### src/rtl/sdi_rx_pkg.sv
// Shared constants for the serial video receiver back end.
// Assumes 10-bit words sent least significant bit first.
package sdi_rx_pkg;
    localparam int WORD_W       = 10;
    localparam int WORD_HALF    = WORD_W / 2;
    localparam int PRE_W        = 3 * WORD_W;
    // Preamble 0x3FF, 0x000, 0x000 as it sits in a right-shifting window
    localparam logic [PRE_W-1:0] PRE_PATTERN = {{(2*WORD_W){1'b0}}, {WORD_W{1'b1}}};
    localparam int ID_VALID_BIT = 9;
    localparam int ID_EAV_BIT   = 4;
    typedef logic [WORD_W-1:0] word_t;
endpackage

### src/rtl/sdi_bit_decoder.sv
// Transition (x+1) decoder followed by a self-synchronizing descrambler
// (x^TAP_B + x^TAP_A + 1). Output is combinational from the current input
// bit so the aligner sees each bit in the cycle it arrives.
// Assumes history starts at zero after reset; in bypass the raw bit is used.
module sdi_bit_decoder #(
    parameter int TAP_A = 4,
    parameter int TAP_B = 9
) (
    input  logic clk,
    input  logic rst_n,
    input  logic bypass,
    input  logic ser_in,
    output logic dec_bit
);
    logic             prev_raw;
    logic [TAP_B-1:0] hist;      // hist[0] is the newest transition-decoded bit
    logic             trans_bit;
    logic             descr_bit;

    // Decode transition coding, then remove the scrambling taps.
    always_comb begin
        trans_bit = ser_in ^ prev_raw;
        descr_bit = trans_bit ^ hist[TAP_A-1] ^ hist[TAP_B-1];
        dec_bit   = bypass ? ser_in : descr_bit;
    end

    // Advance both shift registers by one bit per bit clock.
    always_ff @(posedge clk) begin
        if (!rst_n) begin
            prev_raw <= 1'b0;
            hist     <= '0;
        end else begin
            prev_raw <= ser_in;
            hist     <= {hist[TAP_B-2:0], trans_bit};
        end
    end
endmodule

### src/rtl/sdi_word_aligner.sv
// Searches the bit stream at every offset for the 30-bit preamble, pins the
// word boundary to it and emits 10-bit words with a mid-word word clock.
// Outputs word_stb/pre_hit/realign are one-cycle pulses aligned with a new word_q.
module sdi_word_aligner
    import sdi_rx_pkg::*;
(
    input  logic  clk,
    input  logic  rst_n,
    input  logic  bit_in,
    output word_t word_q,
    output logic  word_clk,
    output logic  word_stb,
    output logic  pre_hit,
    output logic  realign
);
    localparam int CW = $clog2(WORD_W);

    logic [PRE_W-1:0] win_q;
    logic [PRE_W-1:0] win_next;
    logic [CW-1:0]    cnt_q;
    logic [CW-1:0]    cnt_next;
    logic             hit;
    logic             last_bit;
    logic             boundary;

    // Slide the window and decide whether this bit closes a word.
    always_comb begin
        win_next = {bit_in, win_q[PRE_W-1:1]};
        hit      = (win_next == PRE_PATTERN);
        last_bit = (cnt_q == CW'(WORD_W - 1));
        boundary = last_bit | hit;
        cnt_next = boundary ? '0 : cnt_q + 1'b1;
    end

    // Register the window, bit phase, word and word clock.
    always_ff @(posedge clk) begin
        if (!rst_n) begin
            win_q    <= '0;
            cnt_q    <= '0;
            word_q   <= '0;
            word_clk <= 1'b0;
        end else begin
            win_q    <= win_next;
            cnt_q    <= cnt_next;
            word_clk <= (cnt_next >= CW'(WORD_HALF));
            if (boundary) word_q <= win_next[PRE_W-1 -: WORD_W];
        end
    end

    // Flag word completions, preambles and boundary moves for the tracker.
    always_ff @(posedge clk) begin
        if (!rst_n) begin
            word_stb <= 1'b0;
            pre_hit  <= 1'b0;
            realign  <= 1'b0;
        end else begin
            word_stb <= boundary;
            pre_hit  <= hit;
            realign  <= hit & ~last_bit;
        end
    end
endmodule

### src/rtl/sdi_trs_tracker.sv
// Decodes identifier words into the horizontal flag and runs the lock and
// preamble-drought counters, advancing once per word strobe.
// Assumes word_stb marks each new word and pre_hit/realign come with it.
module sdi_trs_tracker
    import sdi_rx_pkg::*;
#(
    parameter int LOCK_WORDS = 1026,
    parameter int MISS_WORDS = 2200
) (
    input  logic  clk,
    input  logic  rst_n,
    input  logic  word_stb,
    input  logic  pre_hit,
    input  logic  realign,
    input  word_t word,
    output logic  hflag,
    output logic  locked
);
    localparam int LCW = $clog2(LOCK_WORDS + 1);
    localparam int MCW = $clog2(MISS_WORDS + 1);

    logic           id_pending;
    logic           aligned;
    logic [LCW-1:0] lock_cnt;
    logic [MCW-1:0] miss_cnt;
    logic           lock_full;
    logic           miss_full;

    // Terminal counts of the two word counters.
    always_comb begin
        lock_full = (lock_cnt == LCW'(LOCK_WORDS - 1));
        miss_full = (miss_cnt == MCW'(MISS_WORDS - 1));
    end

    // Latch the start/end flag from a qualified identifier word.
    always_ff @(posedge clk) begin
        if (!rst_n) begin
            id_pending <= 1'b0;
            hflag      <= 1'b1;
        end else if (word_stb) begin
            id_pending <= pre_hit;
            if (id_pending && word[ID_VALID_BIT]) hflag <= word[ID_EAV_BIT];
        end
    end

    // Settling timer, drought timer and lock output.
    always_ff @(posedge clk) begin
        if (!rst_n) begin
            aligned  <= 1'b0;
            lock_cnt <= '0;
            miss_cnt <= '0;
            locked   <= 1'b0;
        end else if (word_stb) begin
            if (pre_hit) begin
                aligned  <= 1'b1;
                miss_cnt <= '0;
                if (realign || !aligned) begin
                    lock_cnt <= '0;
                    locked   <= 1'b0;
                end else if (lock_full) begin
                    locked   <= 1'b1;
                end else begin
                    lock_cnt <= lock_cnt + 1'b1;
                end
            end else if (aligned) begin
                if (miss_full) begin
                    aligned  <= 1'b0;
                    miss_cnt <= '0;
                    lock_cnt <= '0;
                    locked   <= 1'b0;
                end else begin
                    miss_cnt <= miss_cnt + 1'b1;
                    if (lock_full) locked   <= 1'b1;
                    else           lock_cnt <= lock_cnt + 1'b1;
                end
            end
        end
    end
endmodule

### src/rtl/sdi_rx_backend.sv
// Top of the receiver back end: bit decoder, word aligner, TRS tracker.
// Assumes one serial bit per bit_clk cycle; bypass is static between resets.
module sdi_rx_backend
    import sdi_rx_pkg::*;
#(
    parameter int LOCK_WORDS = 1026,
    parameter int MISS_WORDS = 2200
) (
    input  logic              bit_clk,
    input  logic              rst_n,
    input  logic              bypass,
    input  logic              ser_in,
    output logic [WORD_W-1:0] word_out,
    output logic              word_clk,
    output logic              hflag,
    output logic              locked
);
    logic dec_w;
    logic stb_w;
    logic pre_w;
    logic realign_w;

    sdi_bit_decoder #(.TAP_A(4), .TAP_B(9)) u_dec (
        .clk(bit_clk), .rst_n(rst_n), .bypass(bypass),
        .ser_in(ser_in), .dec_bit(dec_w)
    );

    sdi_word_aligner u_align (
        .clk(bit_clk), .rst_n(rst_n), .bit_in(dec_w),
        .word_q(word_out), .word_clk(word_clk), .word_stb(stb_w),
        .pre_hit(pre_w), .realign(realign_w)
    );

    sdi_trs_tracker #(.LOCK_WORDS(LOCK_WORDS), .MISS_WORDS(MISS_WORDS)) u_trs (
        .clk(bit_clk), .rst_n(rst_n), .word_stb(stb_w), .pre_hit(pre_w),
        .realign(realign_w), .word(word_out), .hflag(hflag), .locked(locked)
    );
endmodule

### config.mk
export PLATFORM = sky130hd
export DESIGN_NAME = sdi_rx_backend
export DESIGN_NICKNAME = d
export VERILOG_FILES = /design/src/rtl/sdi_rx_pkg.sv /design/src/rtl/sdi_bit_decoder.sv /design/src/rtl/sdi_word_aligner.sv /design/src/rtl/sdi_trs_tracker.sv /design/src/rtl/sdi_rx_backend.sv
export SDC_FILE = /design/constraint.sdc
export NUM_CORES = 1
export LEC_CHECK = 0
export BUFFER_PORTS_ARGS = -buffer_cell sky130_fd_sc_hd__clkbuf_2
export CORE_MARGIN = 8
export CORE_UTILIZATION = 30
export CTS_CLUSTER_DIAMETER = 100
export DETAILED_ROUTE_END_ITERATION = 7
export MAX_ROUTING_LAYER = met4
export PLACE_DENSITY = 0.44
export SLEW_MARGIN = 0
export SYNTH_ARGS = -nofsm -noshare
export SYNTH_HDL_FRONTEND = slang
export SYNTH_SLANG_ARGS = --single-unit
export TNS_END_PERCENT = 1
### constraint.sdc
create_clock -name bit_clk -period 3.25 [get_ports bit_clk]
set_input_delay 0.325 -clock bit_clk [delete_from_list [all_inputs] [get_ports bit_clk]]
set_output_delay 0.325 -clock bit_clk [all_outputs]
set_load 0.01 [all_outputs]
==> flow_metrics.py, run 1 <==
metrics = {
    "worst_setup_path": {
        "rr_worst_depth": 4,
        "worstPathArrival_ns": 2.27,
        "worstSetupPathType": "reg2reg",
        "critPathCaptureType": "flip-flop",
        "cp-start-kind": "flip-flop",
        "path_max_fanout": 17,
        "cp.required_ns": 3.45,
    },
    "clock_tree": {
        "cts_tree": "done",
        "cts_setup_buffers": 0,
        "cts-root-buf": "clkbuf_8",
        "holdBufCountCts": 0,
        "htreeDepth": 3,
        "insertion_delay_ns": 0.36,
        "cts_buffers": 9,
        "clkSinkCount": 84,
        "ctsResizeCount": 0,
        "clockBufferDepth": 2,
        "clkTransAtPathRegs_ns": 0.09,
    },
    "timing": {
        "setup_viol": 0,
        "fin_crit_ns": 2.07,
        "rsz0062_at_grt": "no",
        "drv_slew": 0,
        "setup_tns_ns": 0,
        "skew_ns": 0.0123,
        "max-slew-margin-rel_pct": 37.7,
        "hold_viol": 0,
        "fmax_mhz": 484,
        "worst_pin_slew_ns": 0.930,
        "post-route-period-util_pct": 63.5,
    },
    "status": {
        "status": "complete, no violations",
    },
    "logic_synthesis": {
        "yosys.area.top_type_share_pct": 52.6,
        "synth_top_area_cell": "dfxtp_1",
        "ys_types": 44,
        "synthTopCellsByArea": "dfxtp_1 53%, and2_1 7.6%, o31ai_1 3.1%",
        "yosys_warnings": 0,
        "postSynthCellCount": 331,
        "synth_most_common_cell": "dfxtp_1",
        "synth_edf_count": 0,
        "ys.flop_type": "dfxtp_1",
        "ys_ff_latch": 84,
        "ys_top_cells_by_count": "84 x dfxtp_1, 39 x and2_1, 23 x nand2_1, 22 x nor2_1, 18 x nor3_1",
        "syn-mean-instance-area_sq_um": 9.65,
        "async_reset_ff_share_pct": 0,
        "synth_fp_nets": 340,
        "netlist_area_sq_um": 3200,
        "seq_area_frac_synth_pct": 52.6,
    },
    "final_layout": {
        "n_antenna_cell": 0,
        "final_cell_count_no_fill": 487,
        "area_delta_synth_final_pct": 12.4,
        "finalNetCount": 355,
        "drive_above_1_share_pct": 11.1,
    },
    "route": {
        "antenna_left": 0,
        "drc": 0,
        "drt_iter0_drc": 158,
        "drt_pass1_iterations": 4,
        "via_per_inst": 4.59,
        "num_vias": 2233,
        "wirelength_microns": 6120,
        "wl_per_cell_microns": 12.6,
    },
    "die": {
        "die_area_sq_um": 14200,
        "start_util_pct": 31.0,
        "core_sq_um": 10300,
        "row_count": 37,
        "io_pins": 17,
        "die_h_microns": 119,
        "die_w_microns": 119,
    },
    "placed_design": {
        "dp_hpwl_microns": 4130,
        "gp_congestion": 0.737,
        "port_buffers": 16,
        "placedCellCount": 471,
    },
    "run": {
        "drv_cap": 0,
    },
    "worst_hold_path": {
        "hp-class": "in2reg",
        "min_path_cells": 2,
    },
    "power_and_ir_drop": {
        "power_per_cell_area_nw_per_um2": 510,
        "irDropWorstVdd_uv": 198,
        "p_leak_nw": 1.30,
    },
    "grt": {
        "grt_usage_pct": 9.54,
        "grt_pass1_vias": 2313,
        "grt_max_degree": 47,
        "grt_remaining_overflow": 0,
        "grt_first_pass_wirelength_microns": 10900,
        "antenna_found_initial": 0,
    },
}
metal layers:
| metal | track usage [%] | part of all wire, % | vias up |
|---|---|---|---|
| met5 | - | 0 | - |
| met4 | 3.79 | 1.5 | 0 |
| met2 | 14.8 | 44 | 30 |
| met1 | 11.5 | 52 | 1015 |
| met3 | 2.74 | 2.7 | 10 |
| li1 | - | - | 1178 |
power breakdown:
group	total (mW)	internal, mW	switching, mW
registers	1.04	1.04	0.00663
logic	0.0457	0.0172	0.0285
clock network	0.743	0.307	0.436
layout by cell type (no fill, tap or decap), types with 4 or more instances in the layout:
| cell type | synthesis | final |
|---|---|---|
| dfxtp_1 | 84 | 84 |
| and2_1 | 39 | 39 |
| nand2_1 | 23 | 23 |
| nor2_1 | 22 | 22 |
| nor3_1 | 18 | 18 |
| clkbuf_2 | 0 | 16 |
| inv_1 | 15 | 15 |
| o31ai_1 | 13 | 13 |
| xnor2_1 | 10 | 10 |
| nand3_1 | 10 | 10 |
| nand4_1 | 9 | 9 |
| clkbuf_8 | 0 | 9 |
| o21ai_0 | 8 | 8 |
| xor2_1 | 8 | 8 |
| nor4_1 | 7 | 7 |
| ha_1 | 5 | 5 |
| inv_8 | 0 | 5 |
| a21oi_1 | 4 | 4 |
worst max-delay path: stages, from the launching register on:
cell and delay (ns):
dfxtp_1 0.32, nor4_1 0.38, nand4_1 0.22, nor4b_4 0.88
nor4_1 0.12
worst paths after layout:
path	from	to	slack (ns)
worst max-delay path	u_align.win_q[21]	u_align.word_clk	1.18
worst min-delay path	ser_in	u_dec.prev_raw	0.26
worst max register to register	u_align.win_q[21]	u_align.word_clk	1.18
worst min register to register	u_dec.hist[0]	u_dec.hist[1]	0.44
registers in the layout, indices dropped and copies added, names as in the netlist:
register / flops
u_align.win_q: 29
u_align.cnt_q: 4
u_trs.miss_cnt: 12
u_align.pre_hit: 1
u_trs.id_pending: 1
u_dec.hist: 9
u_align.word_clk: 1
u_trs.aligned: 1
u_dec.prev_raw: 1
u_align.realign: 1
u_align.word_stb: 1
u_trs.locked: 1
u_trs.lock_cnt: 11
u_align.word_q: 10
u_trs.hflag: 1
per-stage QoR:
step                      hold slack, ns  power, mW  instance area, sq um  util (%)  worst slack [ns]
after floorplan                    0.412       1.10                  3200         -              1.65
after CTS                          0.255       1.87                  3590      34.8              1.13
final                              0.259       1.83                  3590      34.8              1.18
after global placement             0.420       1.12                  3400      32.9              1.18
after detailed placement           0.426       1.12                  3400      32.9              1.16
after global routing               0.272       1.92                  3590      34.8              1.00
area by class of cell:
class / instances / area, sq um
fill: 1074 / 6730
sequential: 84 / 1680
multi-input combinational: 218 / 1390
tap: 136 / 170
clock buffer: 9 / 124
timing repair buffer: 18 / 95.1
clock inverter: 7 / 72.6
inverter: 15 / 56.3
cells by family (layout without fill, tap and decap cells):
group / count (synthesis) / after routing / share of synthesized area (%)
xor+xnor: 19 / 19 / 5.64
mux: 1 / 1 / 0.313
compound gates: 42 / 42 / 9.28
fa+ha+maj: 5 / 5 / 1.96
flops: 84 / 84 / 52.6
buf+inv: 29 / 49 / 3.80
simple gates: 151 / 151 / 26.4
Note: power is estimated with default switching activity, not from simulation.
==> run 2, diff against run 1 <==
PLACE_DENSITY = 0.46   (was 0.44)
clock period = 1.84 ns   (was 3.25 ns; I/O delays follow)
==> run 2 against run 1 <==
- critical path depth is 1 higher
- critical endpoint unchanged
- combinational power is 93% higher
- first-iteration DRC count is 46% lower
- routed wire length is 1.7% higher
- count of clock-buffer cells in the layout is 1 higher
- cell area is 2.2% higher
- sequential power is 77% higher
- clock skew is 0.0029 ns lower
- critical path type unchanged
- largest power group unchanged
- setup slack worse by 1.1 ns
- largest cell class unchanged
==> flow_metrics.py, run 2 (synthesis gave the netlist of run 1 again) <==
metrics = {
    "status": {
        "status": "complete, no violations",
    },
    "final_layout": {
        "area_delta_synth_final_pct": 14.9,
        "largest_reg_flops": 29,
        "drive_above_1_share_pct": 14.4,
        "final_common_cell": "dfxtp_1",
        "final_cell_count_no_fill": 498,
        "largest_register": "u_align.win_q",
        "reg.largest.list": "u_align.win_q: 29 flops, u_trs.miss_cnt: 12 flops, u_trs.lock_cnt: 11 flops",
        "n_antenna_cell": 0,
        "finalNetCount": 366,
        "mostFrequentLayoutCells": "84 x dfxtp_1, 39 x and2_1, 23 x nand2_1",
    },
    "route": {
        "num_vias": 2272,
        "wl_per_cell_microns": 12.5,
        "drt_iter0_drc": 86,
        "drc": 0,
        "drt_pass1_iterations": 4,
        "antenna_left": 0,
        "via_per_inst": 4.56,
        "wirelength_microns": 6220,
    },
    "clock_tree": {
        "clockBufferDepth": 2,
        "htreeDepth": 3,
        "clkTransAtPathRegs_ns": 0.09,
        "cts_tree": "done",
        "clkSinkCount": 84,
        "cts_setup_buffers": 0,
        "cts-root-buf": "clkbuf_8",
        "holdBufCountCts": 0,
        "insertion_delay_ns": 0.35,
        "cts_buffers": 9,
    },
    "worst_setup_path": {
        "crit_chain": "xnor3_1, nor3_2, nor4b_4, buf_4, nor4_1",
        "path_max_fanout": 17,
        "crit_family": "simple AND/OR/NAND/NOR gates",
        "cp-start-kind": "flip-flop",
        "worstSetupPathType": "reg2reg",
        "critPathCaptureType": "flip-flop",
        "cp.required_ns": 2.08,
        "crit_path_top_delay_cell": "xnor3_1",
        "path_buf_inv": 1,
        "reg2reg_to": "u_align.word_clk",
        "worstPathArrival_ns": 1.96,
        "reg2reg_from": "u_dec.prev_raw",
        "r2r_slack_ns": 0.13,
        "rr_worst_depth": 5,
        "slowest_delay_ns": 0.45,
    },
    "power_and_ir_drop": {
        "power_per_cell_area_nw_per_um2": 849,
        "p_leak_nw": 1.35,
        "irDropWorstVdd_uv": 466,
    },
    "worst_hold_path": {
        "min_path_cells": 2,
        "whs_endpoint": "u_dec.prev_raw",
        "min-delay-start": "ser_in",
        "hp-class": "in2reg",
    },
    "timing": {
        "rsz0062_at_grt": "no",
        "max-slew-margin-rel_pct": 65.1,
        "fmax_mhz": 584,
        "hold_viol": 0,
        "drv_slew": 0,
        "post-route-period-util_pct": 93.0,
        "worst_pin_slew_ns": 0.518,
        "setup_viol": 0,
        "fin_crit_ns": 1.71,
        "setup_slack_ns": 0.128,
        "skew_ns": 0.00937,
    },
    "grt": {
        "grt_pass1_vias": 2195,
        "grt_remaining_overflow": 0,
        "grt_max_degree": 41,
        "grt_usage_pct": 9.34,
        "antenna_found_initial": 0,
        "grt_first_pass_wirelength_microns": 10600,
    },
    "die": {
        "die_area_sq_um": 14200,
        "core_sq_um": 10300,
        "die_h_microns": 119,
        "start_util_pct": 31.0,
        "io_pins": 17,
        "row_count": 37,
        "die_w_microns": 119,
    },
    "placed_design": {
        "dpl_worst_slack_ns": -0.00348,
        "port_buffers": 16,
        "placedCellCount": 482,
        "dp_hpwl_microns": 4130,
        "gp_congestion": 0.733,
    },
    "run": {
        "drv_cap": 0,
    },
}
-- run 2: changes by cell type in the layout (fill, tap and decap cells not counted), sizes merged --
cell	delta
buf	+11
clkbuf	+1
clkinv	+2
inv	-3
-- run 2: metrics by stage --
step | setup TNS [ns] | cell area [sq um] | total power [mW] | hold WS (ns) | utilization (%)
5_1_grt | 0 | 3670 | 3.25 | 0.141 | 35.6
4_1_cts | 0 | 3660 | 3.17 | 0.101 | 35.4
2_1_floorplan | 0 | 3200 | 1.95 | 0.306 | -
3_3_place_gp | 0 | 3480 | 1.98 | 0.423 | 33.7
3_5_place_dp | -0.00348 | 3480 | 1.98 | 0.420 | 33.7
6_report | 0 | 3670 | 3.12 | 0.134 | 35.6
-- run 2: report_power, final --
group	leakage, nW	internal (mW)	switching (mW)	total [mW]
Sequential	0.678	1.83	0.0115	1.84
Combinational	0.583	0.0349	0.0532	0.0881
Clock	0.0877	0.506	0.680	1.19
-- run 2: what timing repair did --
action | 4_1_cts | 5_1_grt
endpoints found under the hold margin | 0 | 0
endpoints found under the setup margin | 1 | 1
gates resized for setup | 1 | 3
cloned | 0 | 0
-- run 2: final cells by class --
cell class                      instances  area [sq um]
Multi-Input combinational cell        218          1410
Sequential cell                        84          1680
Inverter                               15          56.3
Tap cell                              136           170
Clock inverter                          6          47.5
Timing Repair Buffer                   29           178
Clock buffer                           10           128
Fill cell                            1059          6650
-- run 2: worst max-delay path by stage --
stage / from / end / depth (start not counted)
after CTS: u_trs.lock_cnt[0] / u_trs.lock_cnt[1] / 4
after global routing: u_dec.prev_raw / u_align.word_clk / 5
after detailed placement: u_dec.prev_raw / u_align.word_clk / 5
after global placement: u_dec.prev_raw / u_align.word_clk / 5
after floorplan: u_dec.prev_raw / u_align.word_q[4] / 5
final: u_dec.prev_raw / u_align.word_clk / 5
-- run 2: metal layers --
layer / vias to the layer above / track usage [%] / routed length (microns)
li1: 1188 / - / -
met1: 1041 / 12.1 / 3300
met2: 38 / 13.5 / 2630
met3: 5 / 3.21 / 212
met4: 0 / 2.61 / 70
met5: - / - / 0
-- run 2: worst reg2reg max path: cells and delay by family (launching register included) --
kind | cells | cell delay [ns]
buffers and inverters | 1 | 0.20
xor gates and xnor gates | 1 | 0.45
and+or+nand+nor | 3 | 0.61
DFF | 1 | 0.35
==> run 3, diff against run 2 <==
CORE_UTILIZATION = 54   (was 30)
PLACE_DENSITY = 0.74   (was 0.46)
RECOVER_POWER = 50   (was default)
==> run 3 against run 2 <==
- non-clock buffer count is 1 lower
- via count is 1.8% higher
- cell area is 2.6% lower
- core utilization is 26 points higher
- global-route usage is 5.4 points higher
- combinational power is 2% lower
- sequential power hardly changed
- count of clock-buffer cells in the layout is 2 higher
- setup slack worse by 0.020 ns
- register-to-register slack worse by 0.02 ns
- flip-flop and latch count stayed put
- routed wire length is 7.6% lower
==> flow_metrics.py, run 3 (synthesis gave the netlist of run 1 again) <==
metrics = {
    "status": {
        "status": "complete, no violations",
    },
    "placed_design": {
        "port_buffers": 16,
        "dp_hpwl_microns": 3840,
        "place_area_sq_um": 3390,
        "gp_congestion": 0.794,
    },
    "grt": {
        "grt_max_degree": 29,
        "antenna_found_initial": 0,
        "grt_remaining_overflow": 0,
        "grt_first_pass_wirelength_microns": 10100,
        "grt_usage_pct": 14.7,
        "grt_pass1_vias": 2208,
    },
    "timing": {
        "worst_pin_slew_ns": 0.849,
        "fin_crit_ns": 1.73,
        "setup_viol": 0,
        "post-route-period-util_pct": 94.1,
        "worst_hold_slack_ns": 0.181,
        "hold_viol": 0,
        "max-slew-margin-rel_pct": 43.4,
        "skew_ns": 0.00778,
        "drv_slew": 0,
        "fmax_mhz": 577,
    },
    "run": {
        "drv_cap": 0,
    },
    "worst_hold_path": {
        "min-delay-start": "ser_in",
        "whs_endpoint": "u_dec.prev_raw",
        "min_path_cells": 2,
        "hp-class": "in2reg",
    },
    "worst_setup_path": {
        "r2r_slack_ns": 0.11,
        "cp-start-kind": "flip-flop",
        "critPathCaptureType": "flip-flop",
        "cp.required_ns": 2.07,
        "rr_worst_depth": 6,
        "crit_family": "compound AO/OA/AOI/OAI gates",
        "crit_path_top_delay_cell": "a31oi_1",
        "worstPathArrival_ns": 1.96,
        "slowest_delay_ns": 0.44,
        "reg2reg_from": "u_trs.lock_cnt[1]",
        "worstSetupPathType": "reg2reg",
        "path_max_fanout": 4,
        "reg2reg_to": "u_trs.lock_cnt[1]",
        "path_buf_inv": 1,
        "crit_chain": "inv_1, ha_1, nor4bb_1, a31oi_1, nor2_1, a2111oi_2",
    },
    "power_and_ir_drop": {
        "pwr-share-comb_pct": 2.7,
        "power_per_cell_area_nw_per_um2": 895,
        "p_leak_nw": 1.30,
        "swShare_pct": 20.3,
        "irDropWorstVdd_uv": 629,
        "sequentialPowerShare_pct": 57.6,
        "p_sw_mw": 0.650,
        "p_int_mw": 2.55,
        "p_clk_share_pct": 39.7,
    },
    "final_layout": {
        "reg.largest.list": "u_align.win_q: 29 flops, u_trs.miss_cnt: 12 flops, u_trs.lock_cnt: 11 flops",
        "final_area_sq_um": 3580,
        "final_common_cell": "dfxtp_1",
        "area_delta_synth_final_pct": 11.9,
        "mostFrequentLayoutCells": "84 x dfxtp_1, 23 x nand2_1, 22 x nor2_1",
        "drive_above_1_share_pct": 10.3,
        "largest_reg_flops": 29,
        "finalNetCount": 365,
        "n_antenna_cell": 0,
        "largest_register": "u_align.win_q",
    },
    "clock_tree": {
        "htreeDepth": 3,
        "insertion_delay_ns": 0.33,
        "cts_tree": "done",
        "clockBufferDepth": 2,
        "clkSinkCount": 84,
        "cts_buffers": 9,
        "cts-root-buf": "clkbuf_8",
        "clkTransAtPathRegs_ns": 0.08,
    },
    "die": {
        "die_h_microns": 92.9,
        "core_sq_um": 5820,
        "die_w_microns": 92.9,
        "start_util_pct": 54.9,
        "die_area_sq_um": 8640,
        "row_count": 28,
        "io_pins": 17,
    },
    "route": {
        "via_per_inst": 5.33,
        "wirelength_microns": 5750,
        "drc": 0,
        "num_vias": 2313,
        "antenna_left": 0,
        "wl_per_cell_microns": 13.2,
        "drt_iter0_drc": 81,
        "drt_pass1_iterations": 4,
    },
}
run 3: cell count changes in the layout (fill, tap and decap cells not counted), moves of 2 or more:
| cell | previous run | this run |
|---|---|---|
| clkbuf_8 | 9 | 11 |
| clkbuf_2 | 16 | 7 |
| and2_1 | 39 | 19 |
| clkbuf_1 | 1 | 12 |
| inv_6 | 3 | 0 |
| and2_0 | 0 | 20 |
| buf_4 | 13 | 10 |
run 3: what timing repair did:
action / 4_1_cts / 5_1_grt
gates resized for setup: 0 / 3
endpoints found under the setup margin: 0 / 16
hold buffers: 0 / 0
buffers inserted: 0 / 0
run 3: power groups by stage:
stage | clock, mW | sequential, mW | combinational [mW]
2_1_floorplan | 0 | 1.89 | 0.0615
3_3_place_gp | 0 | 1.89 | 0.0838
3_5_place_dp | 0 | 1.89 | 0.0854
4_1_cts | 1.30 | 1.84 | 0.0865
5_1_grt | 1.37 | 1.85 | 0.0965
6_report | 1.27 | 1.84 | 0.0861
run 3: final cells by class:
cell class                      count  area, sq um
Clock buffer                       12          155
Clock inverter                      2         35.0
Fill cell                         521         2240
Inverter                           15         56.3
Multi-Input combinational cell    218         1400
Sequential cell                    84         1680
Tap cell                           75         93.8
Timing Repair Buffer               28          151
run 3: how the worst max path moves through the flow:
stage	startpoint	to	cells past startpoint
finish	u_trs.lock_cnt[1]	u_trs.lock_cnt[1]	6
global placement	u_dec.prev_raw	u_align.word_clk	5
global route	u_trs.lock_cnt[1]	u_trs.lock_cnt[1]	6
detailed placement	u_dec.prev_raw	u_align.word_clk	5
CTS	u_dec.prev_raw	u_align.word_clk	5
floorplan	u_dec.prev_raw	u_align.word_q[4]	5
run 3: worst reg2reg max path, delay by kind of cell (launching register included):
kind / cells / cell delay [ns]
AND/OR/NAND/NOR: 2 / 0.27
buffers and inverters: 1 / 0.06
flip-flops: 1 / 0.38
adder cells (fa/ha/maj): 1 / 0.16
AO/OA/AOI/OAI: 2 / 0.77
run 3: through the flow:
step / setup WS (ns) / setup TNS (ns) / util [%] / power (mW) / std cells
2_1_floorplan: 0.237 / 0 / - / 1.95 / 331
3_3_place_gp: 0.140 / 0 / 58.4 / 1.97 / 420
3_5_place_dp: 0.105 / 0 / 58.4 / 1.97 / 420
4_1_cts: 0.0380 / 0 / 61.6 / 3.23 / 434
5_1_grt: -0.0284 / -0.0284 / 61.5 / 3.32 / 434
6_report: 0.108 / 0 / 61.5 / 3.20 / 434
run 3: per-layer routing:
| metal | vias up | share of wire (%) | GRT usage (%) |
|---|---|---|---|
| li1 | 1200 | - | - |
| met1 | 1068 | 51 | 18.5 |
| met2 | 38 | 45 | 22.6 |
| met3 | 7 | 2.6 | 2.67 |
| met4 | 0 | 1.2 | 6.44 |
| met5 | - | 0 | - |
